--- src/rtl/pcseq_pkg.sv ---
package pcseq_pkg;

   typedef enum logic [3:0] {
      ACT_HOLD,
      ACT_STEP,
      ACT_ADD,
      ACT_PCLW,
      ACT_RETI,
      ACT_RET,
      ACT_JMP,
      ACT_CALL,
      ACT_IRQ
   } pc_act_e;

endpackage

--- src/rtl/pcseq_arb.sv ---
module pcseq_arb
   import pcseq_pkg::*;
(
   input  logic    irq_take,
   input  logic    call_en,
   input  logic    jmp_en,
   input  logic    ret_en,
   input  logic    reti_en,
   input  logic    pcl_wr,
   input  logic    pcl_add,
   input  logic    step_en,
   output pc_act_e act
);

   always_comb begin
      if (irq_take)     act = ACT_IRQ;
      else if (call_en) act = ACT_CALL;
      else if (jmp_en)  act = ACT_JMP;
      else if (ret_en)  act = ACT_RET;
      else if (reti_en) act = ACT_RETI;
      else if (pcl_wr)  act = ACT_PCLW;
      else if (pcl_add) act = ACT_ADD;
      else if (step_en) act = ACT_STEP;
      else              act = ACT_HOLD;
   end

endmodule

--- src/rtl/pcseq_stack.sv ---
module pcseq_stack #(
   parameter int W     = 12,
   parameter int DEPTH = 8
) (
   input  logic         clk,
   input  logic         rst_n,
   input  logic         push,
   input  logic         pop,
   input  logic [W-1:0] push_data,
   output logic [W-1:0] top_data,
   output logic         full,
   output logic         empty,
   output logic         ovf,
   output logic         unf
);

   localparam int PTR_W = (DEPTH > 1) ? $clog2(DEPTH) : 1;
   localparam int CNT_W = $clog2(DEPTH + 1);

   if (DEPTH < 2) begin : g_bad_depth
      $error("pcseq_stack: DEPTH must be at least 2");
   end
   if (W < 1) begin : g_bad_width
      $error("pcseq_stack: W must be positive");
   end

   logic [PTR_W-1:0]          head_q;
   logic [PTR_W-1:0]          peek_idx;
   logic [PTR_W-1:0]          head_inc;
   logic [CNT_W-1:0]          cnt_q;
   logic [DEPTH-1:0][W-1:0]   lvl;

   assign peek_idx = (head_q == '0) ? PTR_W'(DEPTH - 1) : head_q - 1'b1;
   assign head_inc = (head_q == PTR_W'(DEPTH - 1)) ? '0 : head_q + 1'b1;
   assign full     = (cnt_q == CNT_W'(DEPTH));
   assign empty    = (cnt_q == '0);
   assign top_data = lvl[peek_idx];

   always_ff @(posedge clk or negedge rst_n) begin
      if (!rst_n) begin
         head_q <= '0;
         cnt_q  <= '0;
         ovf    <= 1'b0;
         unf    <= 1'b0;
      end else if (push) begin
         head_q <= head_inc;
         if (full) ovf   <= 1'b1;
         else      cnt_q <= cnt_q + 1'b1;
      end else if (pop) begin
         if (empty) begin
            unf <= 1'b1;
         end else begin
            head_q <= peek_idx;
            cnt_q  <= cnt_q - 1'b1;
         end
      end
   end

   for (genvar i = 0; i < DEPTH; i++) begin : g_lvl
      logic [W-1:0] ent_q;
      always_ff @(posedge clk or negedge rst_n) begin
         if (!rst_n)                            ent_q <= '0;
         else if (push && head_q == PTR_W'(i))  ent_q <= push_data;
      end
      assign lvl[i] = ent_q;
   end

   assert_ovf_sets_R8: assert property (@(posedge clk) disable iff (!rst_n)
      (push && full) |=> (ovf && full));
   assert_unf_sets_R9: assert property (@(posedge clk) disable iff (!rst_n)
      (pop && empty) |=> (unf && empty));
   assert_ovf_sticky_R8: assert property (@(posedge clk) disable iff (!rst_n)
      ovf |=> ovf);
   assert_flags_excl_R8: assert property (@(posedge clk) disable iff (!rst_n)
      $onehot0({full, empty}));
   assert_no_push_pop_R10: assert property (@(posedge clk) disable iff (!rst_n)
      !(push && pop));

endmodule

--- src/rtl/pcseq_next.sv ---
module pcseq_next
   import pcseq_pkg::*;
#(
   parameter int PC_W    = 12,
   parameter int PAGE_W  = 8,
   parameter int IRQ_VEC = 8
) (
   input  pc_act_e                 act,
   input  logic [PC_W-1:0]         pc,
   input  logic [PC_W-1:0]         tgt,
   input  logic [PC_W-1:0]         stk_top,
   input  logic                    stk_empty,
   input  logic [PAGE_W-1:0]       pcl_wdata,
   input  logic [PAGE_W-1:0]       acc,
   input  logic [PC_W-PAGE_W-1:0]  pch_eff,
   output logic [PC_W-1:0]         nxt,
   output logic                    push,
   output logic [PC_W-1:0]         push_data,
   output logic                    pop
);

   localparam logic [PC_W-1:0] IRQ_V = PC_W'(IRQ_VEC);

   logic [PAGE_W-1:0] low_sum;
   assign low_sum = pc[PAGE_W-1:0] + acc;

   always_comb begin
      nxt       = pc;
      push      = 1'b0;
      push_data = pc;
      pop       = 1'b0;
      unique case (act)
         ACT_IRQ: begin
            push      = 1'b1;
            push_data = pc;
            nxt       = IRQ_V;
         end
         ACT_CALL: begin
            push      = 1'b1;
            push_data = pc + PC_W'(1);
            nxt       = tgt;
         end
         ACT_JMP:            nxt = tgt;
         ACT_RET, ACT_RETI: begin
            pop = 1'b1;
            nxt = stk_empty ? '0 : stk_top;
         end
         ACT_PCLW:           nxt = {pch_eff, pcl_wdata};
         ACT_ADD:            nxt = {pch_eff, low_sum};
         ACT_STEP:           nxt = pc + PC_W'(1);
         default:            nxt = pc;
      endcase
   end

endmodule

--- src/rtl/pcseq_top.sv ---
module pcseq_top
   import pcseq_pkg::*;
#(
   parameter int PC_W      = 12,
   parameter int PAGE_W    = 8,
   parameter int STK_DEPTH = 8,
   parameter int IRQ_VEC   = 8
) (
   input  logic                   clk,
   input  logic                   rst_n,
   input  logic                   step_en,
   input  logic                   jmp_en,
   input  logic                   call_en,
   input  logic [PC_W-1:0]        tgt_addr,
   input  logic                   ret_en,
   input  logic                   irq_take,
   input  logic                   reti_en,
   input  logic                   pcl_wr,
   input  logic [PAGE_W-1:0]      pcl_wdata,
   input  logic                   pch_wr,
   input  logic [PC_W-PAGE_W-1:0] pch_wdata,
   input  logic                   pcl_add,
   input  logic [PAGE_W-1:0]      acc,
   output logic [PC_W-1:0]        fetch_addr,
   output logic                   stk_full,
   output logic                   stk_empty,
   output logic                   stk_ovf,
   output logic                   stk_unf,
   output logic                   reti_pulse
);

   localparam int PCH_W = PC_W - PAGE_W;

   if (PCH_W < 1) begin : g_bad_split
      $error("pcseq_top: PC_W must exceed PAGE_W");
   end
   if (IRQ_VEC < 0 || IRQ_VEC >= (1 << PC_W)) begin : g_bad_vec
      $error("pcseq_top: IRQ_VEC outside address space");
   end

   pc_act_e            act;
   logic [PC_W-1:0]    pc_q, pc_nxt, stk_top, push_data;
   logic               push, pop;
   logic [PCH_W-1:0]   pend_q, pch_eff;
   logic               pend_v_q;
   logic               consume, discard;

   pcseq_arb u_arb (
      .irq_take (irq_take),
      .call_en  (call_en),
      .jmp_en   (jmp_en),
      .ret_en   (ret_en),
      .reti_en  (reti_en),
      .pcl_wr   (pcl_wr),
      .pcl_add  (pcl_add),
      .step_en  (step_en),
      .act      (act)
   );

   assign pch_eff = pch_wr   ? pch_wdata :
                    pend_v_q ? pend_q    : pc_q[PC_W-1:PAGE_W];
   assign consume = (act == ACT_PCLW) || (act == ACT_ADD);
   assign discard = (act == ACT_JMP)  || (act == ACT_CALL);

   pcseq_next #(
      .PC_W    (PC_W),
      .PAGE_W  (PAGE_W),
      .IRQ_VEC (IRQ_VEC)
   ) u_next (
      .act       (act),
      .pc        (pc_q),
      .tgt       (tgt_addr),
      .stk_top   (stk_top),
      .stk_empty (stk_empty),
      .pcl_wdata (pcl_wdata),
      .acc       (acc),
      .pch_eff   (pch_eff),
      .nxt       (pc_nxt),
      .push      (push),
      .push_data (push_data),
      .pop       (pop)
   );

   pcseq_stack #(
      .W     (PC_W),
      .DEPTH (STK_DEPTH)
   ) u_stack (
      .clk       (clk),
      .rst_n     (rst_n),
      .push      (push),
      .pop       (pop),
      .push_data (push_data),
      .top_data  (stk_top),
      .full      (stk_full),
      .empty     (stk_empty),
      .ovf       (stk_ovf),
      .unf       (stk_unf)
   );

   always_ff @(posedge clk or negedge rst_n) begin
      if (!rst_n) begin
         pc_q       <= '0;
         pend_q     <= '0;
         pend_v_q   <= 1'b0;
         reti_pulse <= 1'b0;
      end else begin
         pc_q       <= pc_nxt;
         reti_pulse <= (act == ACT_RETI);
         if (consume || discard) begin
            pend_v_q <= 1'b0;
         end else if (pch_wr) begin
            pend_q   <= pch_wdata;
            pend_v_q <= 1'b1;
         end
      end
   end

   assign fetch_addr = pc_q;

   assert_irq_vec_R5: assert property (@(posedge clk) disable iff (!rst_n)
      (act == ACT_IRQ) |=> (fetch_addr == PC_W'(IRQ_VEC)));
   assert_reti_pulse_R5: assert property (@(posedge clk) disable iff (!rst_n)
      (act == ACT_RETI) |=> reti_pulse);
   assert_step_R2: assert property (@(posedge clk) disable iff (!rst_n)
      (act == ACT_STEP) |=> (fetch_addr == $past(fetch_addr) + PC_W'(1)));
   assert_page_kept_R6: assert property (@(posedge clk) disable iff (!rst_n)
      (act == ACT_ADD && !pch_wr && !pend_v_q)
      |=> (fetch_addr[PC_W-1:PAGE_W] == $past(fetch_addr[PC_W-1:PAGE_W])));
   assert_stage_only_R7: assert property (@(posedge clk) disable iff (!rst_n)
      (act == ACT_HOLD) |=> $stable(fetch_addr));
   assert_jmp_R3: assert property (@(posedge clk) disable iff (!rst_n)
      (act == ACT_JMP) |=> (fetch_addr == $past(tgt_addr)));

endmodule

--- config.mk ---
export PLATFORM = sky130hd
export DESIGN_NAME = pcseq_top
export DESIGN_NICKNAME = d
export VERILOG_FILES = /design/src/rtl/pcseq_pkg.sv /design/src/rtl/pcseq_arb.sv /design/src/rtl/pcseq_stack.sv /design/src/rtl/pcseq_next.sv /design/src/rtl/pcseq_top.sv
export SDC_FILE = /design/constraint.sdc
export NUM_CORES = 1
export LEC_CHECK = 0
export ABC_AREA = 1
export ABC_CLOCK_PERIOD_IN_PS = 2200
export BUFFER_PORTS_ARGS = -buffer_cell sky130_fd_sc_hd__buf_2
export CORE_ASPECT_RATIO = 0.9
export CORE_MARGIN = 2
export CORE_UTILIZATION = 35
export DETAILED_ROUTE_END_ITERATION = 10
export SLEW_MARGIN = 40
export SYNTH_ARGS = -nofsm -noshare
export SYNTH_HDL_FRONTEND = slang
export SYNTH_HIERARCHICAL = 1
export SYNTH_SLANG_ARGS = --single-unit
--- constraint.sdc ---
create_clock -name clk -period 2.2 [get_ports clk]
set_input_delay 0.22 -clock clk [delete_from_list [all_inputs] [get_ports clk]]
set_output_delay 0.22 -clock clk [all_outputs]
set_load 0.005 [all_outputs]
# Yosys cells after proc, flatten, opt, wreduce, memory -nomap -nowiden

Index checks and enable logic that the tools add are counted.
W data, S select, Z words.

Flip-flop bits (word level): 123
Output and inout bits: 17

Reductions and logical operators: 24
Equality and inequality tests: 18
Bitwise operators: 2
Multiplexer cells: 28
Magnitude comparators: 1
$add $sub $neg: 6

Operators with widths:

| operator                | count |
|---|---|
| $pmux W12 S6            | 1 |
| $mux W4                 | 13 |
| $bmux W12 S3            | 1 |
| $mux W12                | 3 |
| $eq A4 B3 Y1 const B    | 4 |
| $mux W3                 | 5 |
| $add A12 B1 Y12 const B | 1 |
| $eq A3 B3 Y1 const B    | 4 |
| $add A8 B8 Y8           | 1 |
| $eq A4 B2 Y1 const B    | 2 |
| $eq A4 B4 Y1 const B    | 2 |
| $logic_and A1 B1 Y1     | 8 |
| $eq A3 B2 Y1 const B    | 2 |
| $reduce_and A2 Y1       | 3 |
| $reduce_and A3 Y1       | 2 |
| $reduce_bool A6 Y1      | 1 |
| $reduce_or A2 Y1        | 3 |
| $mux W1                 | 5 |
| $add A4 B1 Y4 const B   | 1 |
| $eq A4 B1 Y1 const B    | 1 |
| $logic_not A4 Y1        | 1 |
| $lt A3 B4 Y1 const B    | 1 |
| $reduce_bool A2 Y1      | 2 |
| $sub A4 B1 Y4 const B   | 1 |
| other kinds (8)         | 11 |

# Logic depth before layout (Yosys ltp)

Depth in word-level cells: 13
Gate-level depth with buffers: 20
Depth with buffers taken out: 20

# Hierarchy

The synthesis kept the hierarchy.

Modules (own cells, without submodules):

| module      | area an instance (um^2) | cells each | times used |
|---|---|---|---|
| pcseq_stack | 5417.7                  | 733        | 1 |
| pcseq_next  | 1431.4                  | 288        | 1 |
| pcseq_top   | 661.9                   | 68         | 1 |
| pcseq_arb   | 78.8                    | 17         | 1 |

# Worst setup path after synthesis

No wires, ideal clock.

Path type: input to register
From: in reti_en
To: reg u_stack.cnt_q[3]
Arrival time: 2690 ps
Stages: 14
Library setup time: 117 ps
Setup slack: -606 ps
Path through: nor2_1 > o21ai_0 > a31oi_1 > nand2_2 > nor2_4 > inv_1 > nand2_1 > clkinv_1 > ha_1 > or2_2 > nand3_1 > nand2_1 > nand2_1 > nand2_1

Cells in the longest elaborated chain, start to end: 10

RTL lines:

| item                                                        | RTL line          | source |
|---|---|---|
| from (decl)                                                 | pcseq_top.sv:17   | `input logic reti_en,` |
| $mux W4 (*)                                                 | pcseq_arb.sv:20   | `else if (reti_en) act = ACT_RETI;` |
| $mux W4 (*)                                                 | pcseq_arb.sv:19   | `else if (ret_en) act = ACT_RET;` |
| $mux W4 (*)                                                 | pcseq_arb.sv:18   | `else if (jmp_en) act = ACT_JMP;` |
| $mux W4 (*)                                                 | pcseq_arb.sv:17   | `else if (call_en) act = ACT_CALL;` |
| $mux W4 (*)                                                 | pcseq_arb.sv:16   | `if (irq_take) act = ACT_IRQ;` |
| net act[1]                                                  | pcseq_top.sv:41   | `pc_act_e act;` |
| $eq A4 B3 Y1 / $eq A4 B4 Y1 (equally long branches)         | pcseq_next.sv:32  | `unique case (act)` |
| $reduce_or A2 Y1 (no source line) (*)                       | n/a               |  |
| $mux W1 (*)                                                 | pcseq_next.sv:32  |  |
| net push                                                    | pcseq_top.sv:43   | `logic push, pop;` |
| $ne A2 B1 Y1 (no source line), or another cell as far along | n/a               |  |
| $reduce_and A3 Y1 (no source line)                          | n/a               |  |
| to (signal assigned)                                        | pcseq_stack.sv:48 | `else cnt_q <= cnt_q + 1'b1;` |
| to (signal assigned)                                        | pcseq_stack.sv:54 | `cnt_q <= cnt_q - 1'b1;` |
| to (decl)                                                   | pcseq_stack.sv:30 | `logic [CNT_W-1:0] cnt_q;` |

The timed path passes the listed nets; every way through them passes the cells marked *.
A chain may end at the register's enable or synchronous reset.

# Worst setup path in the final report

From: reg u_stack.head_q[1]
To: reg pc_q[0] (netlist: fetch_addr[0])

Cells in the longest elaborated chain, start to end: 6

RTL lines:

| item                                                     | RTL line          | source |
|---|---|---|
| from (decl)                                              | pcseq_stack.sv:27 | `logic [PTR_W-1:0] head_q;` |
| from (signal assigned)                                   | pcseq_stack.sv:46 | `head_q <= head_inc;` |
| from (signal assigned)                                   | pcseq_stack.sv:53 | `head_q <= peek_idx;` |
| $sub A3 B1 Y3 / $logic_not A3 Y1 (equally long branches) | pcseq_stack.sv:33 | `assign peek_idx = (head_q == '0) ? PTR_W'(DEPTH - 1) : head_q - 1'b1;` |
| $mux W3 (*)                                              | pcseq_stack.sv:33 |  |
| $bmux W12 S3 (*)                                         | pcseq_stack.sv:37 | `assign top_data = lvl[peek_idx];` |
| $mux W12 (not written as such) (*)                       | pcseq_stack.sv:37 |  |
| net stk_top[0]                                           | pcseq_top.sv:42   | `logic [PC_W-1:0] pc_q, pc_nxt, stk_top, push_data;` |
| $mux W12 (*)                                             | pcseq_next.sv:46  | `nxt = stk_empty ? '0 : stk_top;` |
| $pmux W12 S6 (*)                                         | pcseq_next.sv:32  |  |
| net pc_nxt[0]                                            | pcseq_top.sv:42   |  |
| to (signal assigned)                                     | pcseq_top.sv:107  | `pc_q <= pc_nxt;` |
| to (decl)                                                | pcseq_top.sv:42   |  |

The timed path passes the listed nets; every way through them passes the cells marked *. The select of a mux whose other input is x is not followed.

==> metrics.md <==
| Metric | Value |
|---|---|
| Status | `finished clean` |
| RSZ-0062 raised after global routing | `yes` |
| Clock transition at path regs | `0.06 ns` |
| R2R depth | `13` |
| WL met2 | `9700 µm` |
| Number of enable flip-flop cells after synthesis | `0` |
| Die Area | `22900 µm²` |
| R2R Path Start | `u_stack/head_q[1]$_DFFE_PN0P_` |
| Clock Power Share | `22.5%` |
| Peak supply drop | `704 µV` |
| Layout cells sized above 1 | `15.7%` |
| Max cap viols | `0` |
| First-pass GRT wire length | `35100 µm` |
| Period Utilization, post-route | `92.2%` |
| Critical path endpoint category | `flop` |
| Synth cell types | `38` |
| Synthesized flop and latch total | `123` |
| Fillers | `2274` |
| Worst flop-to-flop path endpoint | `fetch_addr[0]$_DFF_PN0_` |
| Clock Skew | `0.0107 ns` |
| Min Tclk post-route | `2.03 ns` |
| Total number of vias | `7131` |
| Vias in the first global route | `6740` |
| IO Pins | `60` |
| Later-pin clock latency in the skew report | `0.42 ns` |
| Initial antenna violation count | `0` |
| Avg Synthesized Cell Area | `6.86 µm²` |
| Clk buf depth | `2` |
| Layout Utilization | `42.9%` |
| CTS Buf Count | `17` |
| Die Width | `159 µm` |
| Die height | `144 µm` |
| Cell Int Power | `0.00720 W` |
| Flop-to-flop setup slack | `0.17 ns` |
| Overflow after GRT | `0` |
| FMAX | `493 MHz` |
| CP arrival | `2.33 ns` |
| CP endpoint | `fetch_addr[0]$_DFF_PN0_` |
| Worst Setup SP | `u_stack/head_q[1]$_DFFE_PN0P_` |
| Critical path class | `flop to flop` |
| Port Buffer Count | `59` |
| Area added between synthesis and finish | `21.2%` |
| Syn Inst Count | `1106` |
| DRC | `0` |
| Post-DP HPWL | `15000 µm` |
| Final setup fails | `0` |
| Flop pwr share | `29.0%` |
| Pleak | `4.76 nW` |
| Syn Std Cell Area | `7590 µm²` |
| Pwr/cell area | `1390 nW/µm²` |
| Clock Sinks | `123` |
| Placed Cells | `1455` |
| Synth warn | `6` |
| Worst path cell trace | `inv_1, ha_4, nand2_4, nand2_4, buf_8, nand2_1, nand3_1, nand2_1, nand2_1, nand2_1, a21boi_0, buf_4, nand4_1` |
| Cell Rows | `51` |
| Crit-path max FO | `19` |
| Top_reg_cell synth | `dfrtp_1` |
| Gate power share | `48.5%` |
| WL met3 | `883 µm` |
| Max-slew headroom | `68.0%` |
| CTS Root Cell | `clkbuf_16` |
| H-tree depth | `4` |
| Most frequent CP cell | `nand2_1` |
| Register area share after synthesis | `40.6%` |
| Finished Layout Cells | `1489` |
| First-pass DRT Iterations | `5` |
| Starting DRT DRC Count | `502` |
| Met1 WL | `10400 µm` |
| DR top layer | `met4` |
| FFs w/ async S/R, synth | `100%` |
| Measured slew at the worst slew-check pin | `0.480 ns` |
| GPL Wtd Cong | `0.825` |
| Hold_sp | `tgt_addr[0]` |
| Synthesized Nets | `1168` |
| Critical Path Max Stage Delay | `0.40 ns` |
| Final hold viol count | `0` |
| Antenna Cells | `0` |
| TritonCTS clock tree | `built` |
| Setup crit start kind | `flop` |
| Core region area | `21400 µm²` |
| Largest net degree at the start of global routing | `53` |
| Type of the worst min-delay path | `primary input to flop` |
| Switching share of power | `43.6%` |
| Post-layout nets | `1247` |
| NetSw | `0.00556 W` |
| Wire per inst | `14.2 µm` |
| Total global-route track usage | `19.3%` |
| Max-slew violations | `0` |
| CP max-delay cell | `dfrtp_1` |
| Final WL | `21200 µm` |
| Worst path required time | `2.51 ns` |
| Initial Util | `35.4%` |
| Drt via density | `4.79` |
| Antenna viol nets, final | `0` |
==> metal layers <==
metal / track usage, % / up-vias
li1: - / 3628
met1: 26.4 / 3338
met2: 31.0 / 150
met3: 3.87 / 15
met4: 5.84 / 0
met5: 0 / -
==> timing repair <==
item	in CTS	in global routing
endpoints found under the setup margin	0	19
buffers inserted	0	0
hold buffers	1	0
hold endpoints to repair	25	0
gates resized for setup	0	9
==> final cells by class <==
class	instances	area [µm²]	share of cell area [%]
clock buffers	17	425	4.63
flip-flops and latches	123	3080	33.5
clock inverters	15	171	1.86
inverters	180	686	7.45
well taps	291	364	3.96
repair buffers	105	803	8.73
multi-input cells	758	3670	39.9
==> cells in the mapped netlist, drive strengths merged (2+ instances only) <==
library cell	instances	share of area [%]
nand3	158	10
a31oi	2	0.16
a21oi	9	0.84
o21ai	118	7.8
fa	2	0.53
ha	17	2.8
dfrtp	123	41
nand3b	3	0.30
clkinv	3	0.15
xor2	4	0.46
o211ai	2	0.38
nand2	361	18
a21boi	2	0.20
clkbuf	25	1.2
buf	20	1.8
nand4	9	0.74
inv	177	8.8
nor2	60	3.7
or2	6	0.49
==> state kept, by name, indices dropped and copies added, names as in the netlist, 3 cells and up <==
register	count
fetch_addr	12
pend_q	4
u_stack/cnt_q	4
u_stack/g_lvl.ent_q	96
u_stack/head_q	3
==> cells in the final DEF (no fill, tap or decap), types with 7 or more instances in the layout <==
| master | Yosys | routed |
|---|---|---|
| o21ai_1 | 13 | 14 |
| nand4_1 | 9 | 9 |
| inv_2 | 9 | 9 |
| nand2_1 | 353 | 352 |
| nor2_1 | 47 | 46 |
| nand2_2 | 7 | 7 |
| buf_2 | 9 | 58 |
| buf_4 | 7 | 33 |
| inv_1 | 167 | 166 |
| o21ai_0 | 105 | 103 |
| ha_1 | 17 | 15 |
| nor2_2 | 9 | 9 |
| clkbuf_16 | 0 | 18 |
| buf_12 | 0 | 10 |
| nand3_1 | 157 | 157 |
| dfrtp_1 | 123 | 123 |
==> worst min-delay path by stage <==
stage	slack, ns	cells after the start	to
5_1_grt	0.03	3	fetch_addr[0]$_DFF_PN0_
3_5_place_dp	0.19	1	u_stack/g_lvl[5].ent_q[8]$_DFFE_PN0P_
2_1_floorplan	-0.08	0	fetch_addr[0]$_DFF_PN0_
6_report	0.03	3	fetch_addr[0]$_DFF_PN0_
3_3_place_gp	0.19	1	u_stack/g_lvl[5].ent_q[8]$_DFFE_PN0P_
4_1_cts	0.02	3	fetch_addr[0]$_DFF_PN0_
==> worst max-delay path: cells and delay by family, from the launching register on <==
kind | cells | cell delay, ns
flops | 1 | 0.40
simple gates | 8 | 0.65
buf+inv | 3 | 0.50
fa+ha+maj | 1 | 0.18
compound gates | 1 | 0.18
==> kinds of logic (layout without fill, tap and decap cells) <==
| group | after synthesis | count (layout) | synth area share, % |
|---|---|---|---|
| AOI/OAI and AO/OA | 135 | 135 | 9.58 |
| xor gates and xnor gates | 5 | 5 | 0.577 |
| adders and majority gates | 19 | 19 | 3.33 |
| buffers and inverters | 225 | 317 | 12.0 |
| DFF | 123 | 123 | 40.6 |
| and+or+nand+nor | 599 | 599 | 34.0 |
==> power by group through the flow <==
| stage | combinational (W) | sequential [W] | clock, W |
|---|---|---|---|
| floorplan | 0.00423 | 0.00359 | 0 |
| global placement | 0.00593 | 0.00370 | 0 |
| detailed placement | 0.00598 | 0.00372 | 0 |
| CTS | 0.00603 | 0.00370 | 0.00293 |
| global route | 0.00709 | 0.00381 | 0.00303 |
| finish | 0.00619 | 0.00370 | 0.00287 |
==> stage by stage <==
step           worst slack (ns)  hold WS (ns)  cell area [µm²]  TNS (ns)  power (W)
2_1_floorplan            0.0148       -0.0756             7640         0    0.00783
3_3_place_gp              0.102         0.189             8530         0    0.00962
3_5_place_dp             0.0708         0.193             8530         0    0.00970
4_1_cts                   0.102        0.0173             9140         0     0.0127
5_1_grt                 -0.0243        0.0252             9200   -0.0302     0.0139
6_report                  0.171        0.0264             9200         0     0.0128
No activity file was read; power rests on OpenSTA's default activity.
